## config.mk

```make
export PLATFORM = sky130hd
export DESIGN_NAME = sleep_clk_ctrl
export DESIGN_NICKNAME = d
export VERILOG_FILES = /design/src/rtl/sleep_clk_pkg.sv /design/src/rtl/sc_sync.sv /design/src/rtl/sc_cfg.sv /design/src/rtl/sleep_clk_ctrl.sv
export SDC_FILE = /design/constraint.sdc
export NUM_CORES = 1
export LEC_CHECK = 0
export BUFFER_PORTS_ARGS = -buffer_cell sky130_fd_sc_hd__clkbuf_2
export CAP_MARGIN = 10
export CORE_ASPECT_RATIO = 1.2
export CORE_MARGIN = 2
export CORE_UTILIZATION = 35
export CTS_BUF_LIST = sky130_fd_sc_hd__clkbuf_2
export CTS_CLUSTER_SIZE = 28
export DETAILED_ROUTE_END_ITERATION = 10
export GPL_ROUTABILITY_DRIVEN = 0
export GPL_TIMING_DRIVEN = 0
export SYNTH_ARGS = -nofsm -noshare
export SYNTH_HDL_FRONTEND = slang
export SYNTH_HIERARCHICAL = 1
export SYNTH_SLANG_ARGS = --single-unit
```

## constraint.sdc

```tcl
create_clock -name ref_clk -period 10.31 [get_ports ref_clk]
set_input_delay 0.5155 -clock ref_clk [delete_from_list [all_inputs] [get_ports ref_clk]]
set_output_delay 0.5155 -clock ref_clk [all_outputs]
set_load 0.02 [all_outputs]
```

## src/rtl/sleep_clk_pkg.sv

```systemverilog
package sleep_clk_pkg;

    typedef enum logic [1:0] {
        ST_OFF  = 2'b00,
        ST_RUN  = 2'b01,
        ST_TAIL = 2'b10,
        ST_LF   = 2'b11
    } sc_state_e;

    localparam int CNT_W = 6;

    typedef struct packed {
        logic [1:0] tail;
        logic       lfen;
        logic [2:0] sel;
    } sc_cfg_t;

    localparam sc_cfg_t CFG_RESET = '{tail: 2'd0, lfen: 1'b0, sel: 3'd6};

    // reference cycles per output period for each select code
    function automatic logic [CNT_W-1:0] div_ratio(input logic [2:0] sel);
        case (sel)
            3'd0:    div_ratio = 6'd2;
            3'd1:    div_ratio = 6'd4;
            3'd2:    div_ratio = 6'd6;
            3'd3:    div_ratio = 6'd15;
            3'd4:    div_ratio = 6'd20;
            3'd5:    div_ratio = 6'd30;
            default: div_ratio = 6'd60;
        endcase
    endfunction

endpackage

```

## src/rtl/sc_sync.sv

```systemverilog
module sc_sync #(
    parameter int STAGES = 2
) (
    input  logic clk,
    input  logic rst_n,
    input  logic d,
    output logic q
);
    logic [STAGES-1:0] sh_d, sh_q;

    always_comb begin
        sh_d = {sh_q[STAGES-2:0], d};
    end

    always_ff @(posedge clk or negedge rst_n) begin
        if (!rst_n) sh_q <= '0;
        else        sh_q <= sh_d;
    end

    assign q = sh_q[STAGES-1];
endmodule

```

## src/rtl/sc_cfg.sv

```systemverilog
module sc_cfg
    import sleep_clk_pkg::*;
(
    input  logic       clk,
    input  logic       rst_n,
    input  logic       we,
    input  logic [7:0] wdata,
    output sc_cfg_t    cfg
);
    sc_cfg_t cfg_d, cfg_q;
    logic    unused_hi;

    assign unused_hi = ^wdata[7:6];

    always_comb begin
        cfg_d = cfg_q;
        if (we) cfg_d = sc_cfg_t'(wdata[5:0]);
    end

    always_ff @(posedge clk or negedge rst_n) begin
        if (!rst_n) cfg_q <= CFG_RESET;
        else        cfg_q <= cfg_d;
    end

    assign cfg = cfg_q;
endmodule

```

## src/rtl/sleep_clk_ctrl.sv

```systemverilog
module sleep_clk_ctrl
    import sleep_clk_pkg::*;
#(
    parameter int TAIL_UNIT   = 128,
    parameter int SYNC_STAGES = 2
) (
    input  logic       ref_clk,
    input  logic       rst_n,
    input  logic       lf_clk,
    input  logic       sleep_req,
    input  logic       irq_pend,
    input  logic       cfg_we,
    input  logic [7:0] cfg_wdata,
    output logic       clk_out,
    output logic [1:0] status
);
    localparam int TCNT_W = $clog2(4 * TAIL_UNIT + 1);

    typedef struct packed {
        sc_state_e          st;
        logic [2:0]         sel;
        logic [1:0]         tsel;
        logic [CNT_W-1:0]   cnt;
        logic               arm;
        logic               out;
        logic [TCNT_W-1:0]  tcnt;
    } regs_t;

    sc_cfg_t           cfg_q;
    logic              lf_s;
    regs_t             r_d, r_q;
    logic              use_lf, src_out, fall, eff_sleep;
    logic [CNT_W-1:0]  ratio, hi, new_hi;
    logic [TCNT_W-1:0] target;

    sc_cfg u_cfg (
        .clk   (ref_clk),
        .rst_n (rst_n),
        .we    (cfg_we),
        .wdata (cfg_wdata),
        .cfg   (cfg_q)
    );

    sc_sync #(.STAGES(SYNC_STAGES)) u_lf_sync (
        .clk   (ref_clk),
        .rst_n (rst_n),
        .d     (lf_clk),
        .q     (lf_s)
    );

    always_comb begin
        case (r_q.tsel)
            2'd2:    target = TCNT_W'(2 * TAIL_UNIT);
            2'd3:    target = TCNT_W'(4 * TAIL_UNIT);
            default: target = TCNT_W'(TAIL_UNIT);
        endcase
    end

    always_comb begin
        r_d       = r_q;
        use_lf    = (r_q.st == ST_LF) || (r_q.sel == 3'd7);
        ratio     = div_ratio(r_q.sel);
        hi        = ratio >> 1;
        new_hi    = div_ratio(cfg_q.sel) >> 1;
        eff_sleep = sleep_req && !irq_pend;

        // source step: low-power follower or integer divider
        if (use_lf) begin
            r_d.arm = r_q.arm || !lf_s;
            src_out = lf_s && r_q.arm;
            fall    = r_q.out && !src_out;
        end else begin
            r_d.cnt = (r_q.cnt == ratio - 6'd1) ? '0 : r_q.cnt + 6'd1;
            src_out = r_d.cnt < hi;
            fall    = (r_q.cnt == hi - 6'd1);
        end
        r_d.out = src_out;

        case (r_q.st)
            ST_RUN, ST_TAIL: begin
                // falling edge: safe point to reload the setting
                if (fall) begin
                    r_d.sel = cfg_q.sel;
                    r_d.cnt = new_hi;
                    r_d.arm = 1'b0;
                    r_d.out = 1'b0;
                end
                if (r_q.st == ST_RUN) begin
                    if (fall && eff_sleep) begin
                        r_d.tcnt = '0;
                        r_d.tsel = cfg_q.tail;
                        if (cfg_q.lfen)               r_d.st = ST_LF;
                        else if (cfg_q.tail == 2'd0)  r_d.st = ST_OFF;
                        else                          r_d.st = ST_TAIL;
                    end
                end else if (!eff_sleep) begin
                    r_d.st = ST_RUN;
                end else if (fall) begin
                    r_d.tcnt = r_q.tcnt + 1'b1;
                    if (r_d.tcnt == target) r_d.st = ST_OFF;
                end
            end
            ST_LF: begin
                if (!eff_sleep && !src_out) begin
                    r_d.st  = ST_RUN;
                    r_d.sel = cfg_q.sel;
                    r_d.cnt = new_hi;
                    r_d.arm = 1'b0;
                    r_d.out = 1'b0;
                end
            end
            default: begin
                r_d.cnt = r_q.cnt;
                r_d.arm = r_q.arm;
                r_d.out = 1'b0;
                if (!eff_sleep) begin
                    r_d.st  = ST_RUN;
                    r_d.sel = cfg_q.sel;
                    r_d.cnt = new_hi;
                    r_d.arm = 1'b0;
                end
            end
        endcase
    end

    always_ff @(posedge ref_clk or negedge rst_n) begin
        if (!rst_n) begin
            r_q.st   <= ST_RUN;
            r_q.sel  <= CFG_RESET.sel;
            r_q.tsel <= 2'd0;
            r_q.cnt  <= div_ratio(CFG_RESET.sel) >> 1;
            r_q.arm  <= 1'b0;
            r_q.out  <= 1'b0;
            r_q.tcnt <= '0;
        end else begin
            r_q <= r_d;
        end
    end

    assign clk_out = r_q.out;
    assign status  = r_q.st;

    // the pin is low whenever the block reports off
    p_off_low_r6: assert property (@(posedge ref_clk) disable iff (!rst_n)
        (status == 2'b00) |-> !clk_out);

    // the off state is entered only under an unmasked sleep request
    p_off_entry_r6: assert property (@(posedge ref_clk) disable iff (!rst_n)
        $rose(status == 2'b00) |-> $past(sleep_req && !irq_pend));

    // the tail count never reaches its target while still counting
    p_tail_bound_r7: assert property (@(posedge ref_clk) disable iff (!rst_n)
        (r_q.st == ST_TAIL) |-> (r_q.tcnt < target));

    // low-power sleep is entered only with the fallback enabled
    p_lf_entry_r8: assert property (@(posedge ref_clk) disable iff (!rst_n)
        $rose(status == 2'b11) |-> $past(cfg_q.lfen));

    // a pending interrupt keeps the block running
    p_irq_hold_r9: assert property (@(posedge ref_clk) disable iff (!rst_n)
        (irq_pend && status == 2'b01) |=> (status == 2'b01));
endmodule

```

# After elaboration in Yosys (flattened, before gate mapping)
# Cells that the tools add are included.
# word_totals
reg_bits	33
input_bits	14
out_inout_bits	3
# op_classes
n_addsub	4
magnitude_cmp	1
eq_ne	26
mux	27
n_reduce_logical	22
# ops
operator	n
6-bit case mux with 6 select lines	2
10-bit two-way mux	4
10-bit case mux with 2 select lines	1
8-bit two-way mux	2
8-bit case mux with 2 select lines	1
3-bit equality test (second input constant)	5
2-bit two-way mux	7
3-bit by 2-bit equality test with 1-bit output (second input constant)	4
6-bit equality test	2
6-bit two-way mux	2
10-bit by 1-bit adder with 10-bit output (second input constant)	1
10-bit equality test	1
5-bit two-way mux	2
5-bit case mux with 2 select lines	1
2-bit equality test (second input constant)	4
4-bit inequality test (second input constant)	2
7-bit two-way mux	1
6-bit by 1-bit adder with 6-bit output (second input constant)	1
3-bit by 1-bit equality test with 1-bit output (second input constant)	2
3-bit zero test	2
6-bit by 5-bit less-than comparator with 1-bit output	1
3-bit AND reduction	2
5-bit by 1-bit subtractor with 6-bit output (second input constant)	1
6-bit by 1-bit subtractor with 6-bit output (second input constant)	1
other kinds (15)	28

# Longest topological paths before layout
# logic_depth
depth_word	11
mapped_depth	17
ltp_nobuf	16

# Hierarchy
# The synthesis kept the hierarchy.
# by_module_without_submodules
module	instances	cells_per_inst	area_per_inst_um2
sleep_clk_ctrl	1	265	2342.2
sc_cfg	1	13	254.0
sc_sync	1	2	50.0

# Worst setup path before layout
# Ideal clock, no wire load.
# synth_path
kind	flip-flop to flip-flop
startpoint	register r_q[21] in the netlist's numbering
endpoint	register r_q (netlist bit clk_out)
t_arrival_ns	4.060
required_ns	10.206
slack_ns	6.146
stages_incl_launch_ff	18
n_path_buf	1
period_less_slack_ns	4.164
path_cell_list	dfstp_2 inv_1 ha_1 inv_1 a311oi_1 ha_1 clkbuf_1 and4b_1 o21ai_0 and4_1 o2111ai_1 o21a_1 ha_1 a21o_1 a21oi_1 nand2_1 or3_1 a221oi_1
# synth_rtl
item	line_no	source
from (decl)	sleep_clk_ctrl.sv:31	regs_t r_d, r_q;
from (signal assigned)	sleep_clk_ctrl.sv:136	r_q <= r_d;

==> impl_metrics.py <==
metrics = {
    "outcome": {
        "run_status": "finished clean",
    },
    "setup_path": {
        "ff2ff_setup_slack_ns": 5.43,
        "critical_setup_path_kind": "flip-flop to flip-flop",
        "critical_path.most_common_cell": "ha_1",
        "critical_path.slowest_cell": "dfstp_2",
        "timing.critical_path.fanout_max": 10,
        "worst_setup_path_end_kind": "flip-flop",
        "start_kind": "flip-flop",
        "crit_chain": "inv_1 -> ha_1 -> inv_1 -> a311oi_1 -> ha_1 -> clkbuf_1 -> and4b_1 -> o21ai_0 -> and4_1 -> o2111ai_1 -> o21a_1 -> ha_1 -> a21o_1 -> a21oi_1 -> nand2_1 -> or3_1 -> a221oi_1",
        "regToRegStartpoint": "r_q[21]$_DFFE_PN1P_",
        "slowest_delay_ns": 0.60,
        "required_ns": 10.58,
        "worst_ep_arrival_time_ns": 5.16,
        "crit_start": "r_q[21]$_DFFE_PN1P_",
    },
    "logic_synthesis": {
        "postSynthRegisterBits": 33,
        "synth_top_flop_cell": "dfrtp_1",
        "synth_cell_types": 67,
        "mappedNetlistArea_um2": 2650,
        "syn-instance-count": 280,
        "synth_top_area_frac": 0.227,
        "yosys-top-cells-area": "dfrtp_1 23%, dfstp_2 8.9%, ha_1 8.0%, xnor2_1 4.3%, mux2_4 4.0%",
        "synth_largest_area_cell": "dfrtp_1",
        "yosys_warning_count": 6,
        "syn_nets": 311,
        "synthesis.area_per_instance_um2": 9.45,
        "synth_edf_count": 0,
        "synthArstFlopShare": 1.00,
        "synth_seq_area_share": 0.316,
    },
    "pwr": {
        "p_leak_nw": 1.23,
        "net-switching-power_mw": 0.422,
        "vdd.ir_drop.worst_mv": 0.133,
        "internal_power_mw": 0.470,
        "sequentialPowerShare": 0.223,
        "comb_power_share": 0.708,
        "cellPowerDensity_nw_per_um2": 310,
        "power.switching_fraction": 0.473,
        "power.total_mw": 0.891,
        "clock_power_share": 0.068,
    },
    "layout": {
        "mostFrequentLayoutCell": "dfrtp_1",
        "most_used_cells_in_the_layout_excluding_fill_and_tap_cells": "24 x dfrtp_1, 21 x nand2_1, 19 x clkbuf_2, 17 x ha_1",
        "postLayoutCoreUtil": 0.395,
        "finish.net_count": 332,
        "post_route_cells_drive_above_1_share": 0.205,
        "layout-area-overhead-vs-synth_pct": 8.51,
        "antenna-diode-count": 0,
    },
    "place": {
        "detailed_place_hpwl_um": 4430,
        "post-place-ws_ns": 5.49,
        "place.port_buffers": 13,
    },
    "sta": {
        "achievable-frequency_ghz": 0.205,
        "skew_ns": 0.0230,
        "timing.max_slew.rel_slack": 0.467,
        "timing.final.crit_period_ns": 4.88,
        "worst_pin_slew_ns": 0.800,
        "grt_setup_unrepaired": "false",
        "setup_viol": 0,
        "final.setup.worst_slack_ns": 5.43,
        "timing.hold.ws_ns": 0.193,
        "finalMaxSlewViolations": 0,
        "period_share": 0.473,
        "final.setup.tns_ns": 0,
        "final_hold_viols": 0,
    },
    "die": {
        "die_width_um": 83.4,
        "placement_rows": 34,
        "die_height_um": 99.3,
        "boundaryPins": 17,
        "initial_core_util": 0.364,
        "core_um2": 7270,
        "area_of_the_die_um2": 8270,
    },
    "clocking": {
        "clk_pin_slew_ns": 0.18,
        "cts_setup_buffers": 0,
        "clock_tree_from_tritoncts": "yes",
        "clk_path_buf_depth": 2,
        "ctsHoldBuffers": 0,
        "clk_latency_ns": 0.37,
        "clk_root_buffer_cell": "clkbuf_2",
        "cts_buffers": 5,
        "clock_sink_count": 33,
        "postcts_resize_cnt": 0,
        "ctsHtreeMaxLevel": 2,
    },
    "routing": {
        "routed_wire_length_per_instance_um": 14.8,
        "routed_wirelength_um": 5780,
        "post_detailed_route_via_to_cell_ratio": 5.48,
        "count_of_antenna_violating_nets_left_after_detailed_routing": 0,
        "first_iter_violations": 86,
        "route.vias.total": 2147,
        "drc_errors": 0,
        "drt-pass1-iter-count": 6,
    },
    "grt": {
        "maximum_number_of_pins_on_one_net_before_global_route_repair": 34,
        "grt-ovfl-total": 0,
        "first_global_vias": 2155,
        "initial_antenna_violation_count": 0,
        "gr-usage-all-layers": 0.146,
        "grt_pass1_wl_um": 9990,
    },
    "worst_hold_path": {
        "hold_path_class": "input port to async pin",
    },
    "run": {
        "maxCapViolations": 0,
    },
}
[worst paths after layout]
path                                                to  cells past startpoint
setup / recovery                     clk_out$_DFF_PN0_                     17
hold / removal                u_cfg/cfg[0]$_DFFE_PN0P_                      1
setup reg to reg                     clk_out$_DFF_PN0_                     17
hold reg to reg            u_lf_sync/sh_q[1]$_DFF_PN0_                      0
max in group asynchronous           r_q[4]$_DFFE_PN0P_                      1
min in group ref_clk       u_lf_sync/sh_q[0]$_DFF_PN0_                      1
[state kept, by name, indices dropped and copies added (netlist names)]
name and count:
u_cfg/cfg 6, clk_out 1, status 2, u_lf_sync/sh_q 2, r_q 22
[per-layer routing]
layer  vias up  part of all wire  GRT usage
met1      1041              0.42      0.170
met4         0             0.015     0.0504
met3         4             0.021     0.0174
li1       1075                 -          -
met2        27              0.54      0.277
met5         -                 0          0
[synthesized netlist by cell type (all sizes together) (3+ instances only)]
cell,n
a31oi,4
a221o,5
nor2,13
nand3,13
and3,3
nor2b,3
xnor2,13
a21oi,9
a21o,4
a211oi,3
buf,8
clkbuf,10
ha,17
mux2,11
mux2i,6
nor4,6
and2,9
dfstp,9
nor3,9
or3,6
o21ai,14
dfrtp,24
xor2,6
nand2,21
inv,11
a311o,3
[critical path, delay by kind of cell (launching register included)]
family	cells	cell delay (ns)
adders and majority gates	3	0.80
buffers and inverters	3	0.38
and+or+nand+nor	4	0.86
AOI/OAI and AO/OA	7	2.12
DFF	1	0.60
[power groups by stage]
stage	logic, mW	clock network (mW)	registers [mW]
detailed placement	0.631	0	0.202
global placement	0.623	0	0.201
CTS	0.634	0.0643	0.200
floorplan	0.506	0	0.198
finish	0.631	0.0610	0.199
global route	0.709	0.0682	0.204
[per-stage QoR]
step                      std cells  area (µm²)
after global placement          383        2820
after CTS                       391        2860
final                           392        2870
after global routing            392        2870
after detailed placement        383        2820
after floorplan                 280        2650
[kinds of logic after synthesis]
group | synth area share
AO/OA/AOI/OAI | 0.191
multiplexers | 0.0794
AND/OR/NAND/NOR | 0.205
buffers and inverters | 0.0563
flip-flops | 0.316
XOR/XNOR | 0.0629
adder cells (fa/ha/maj) | 0.0884
[final cells by class]
cell class / instances / area, µm²
flip-flops and latches: 33 / 837
inverters: 12 / 47.5
plain buffers: 18 / 101
multi-input cells: 217 / 1660
well taps: 90 / 113
repair buffers: 14 / 72.6
fillers: 731 / 4400
clock inverters: 2 / 10.0
clock buffers: 6 / 30.0
Note: power is estimated with default switching activity, not from simulation.
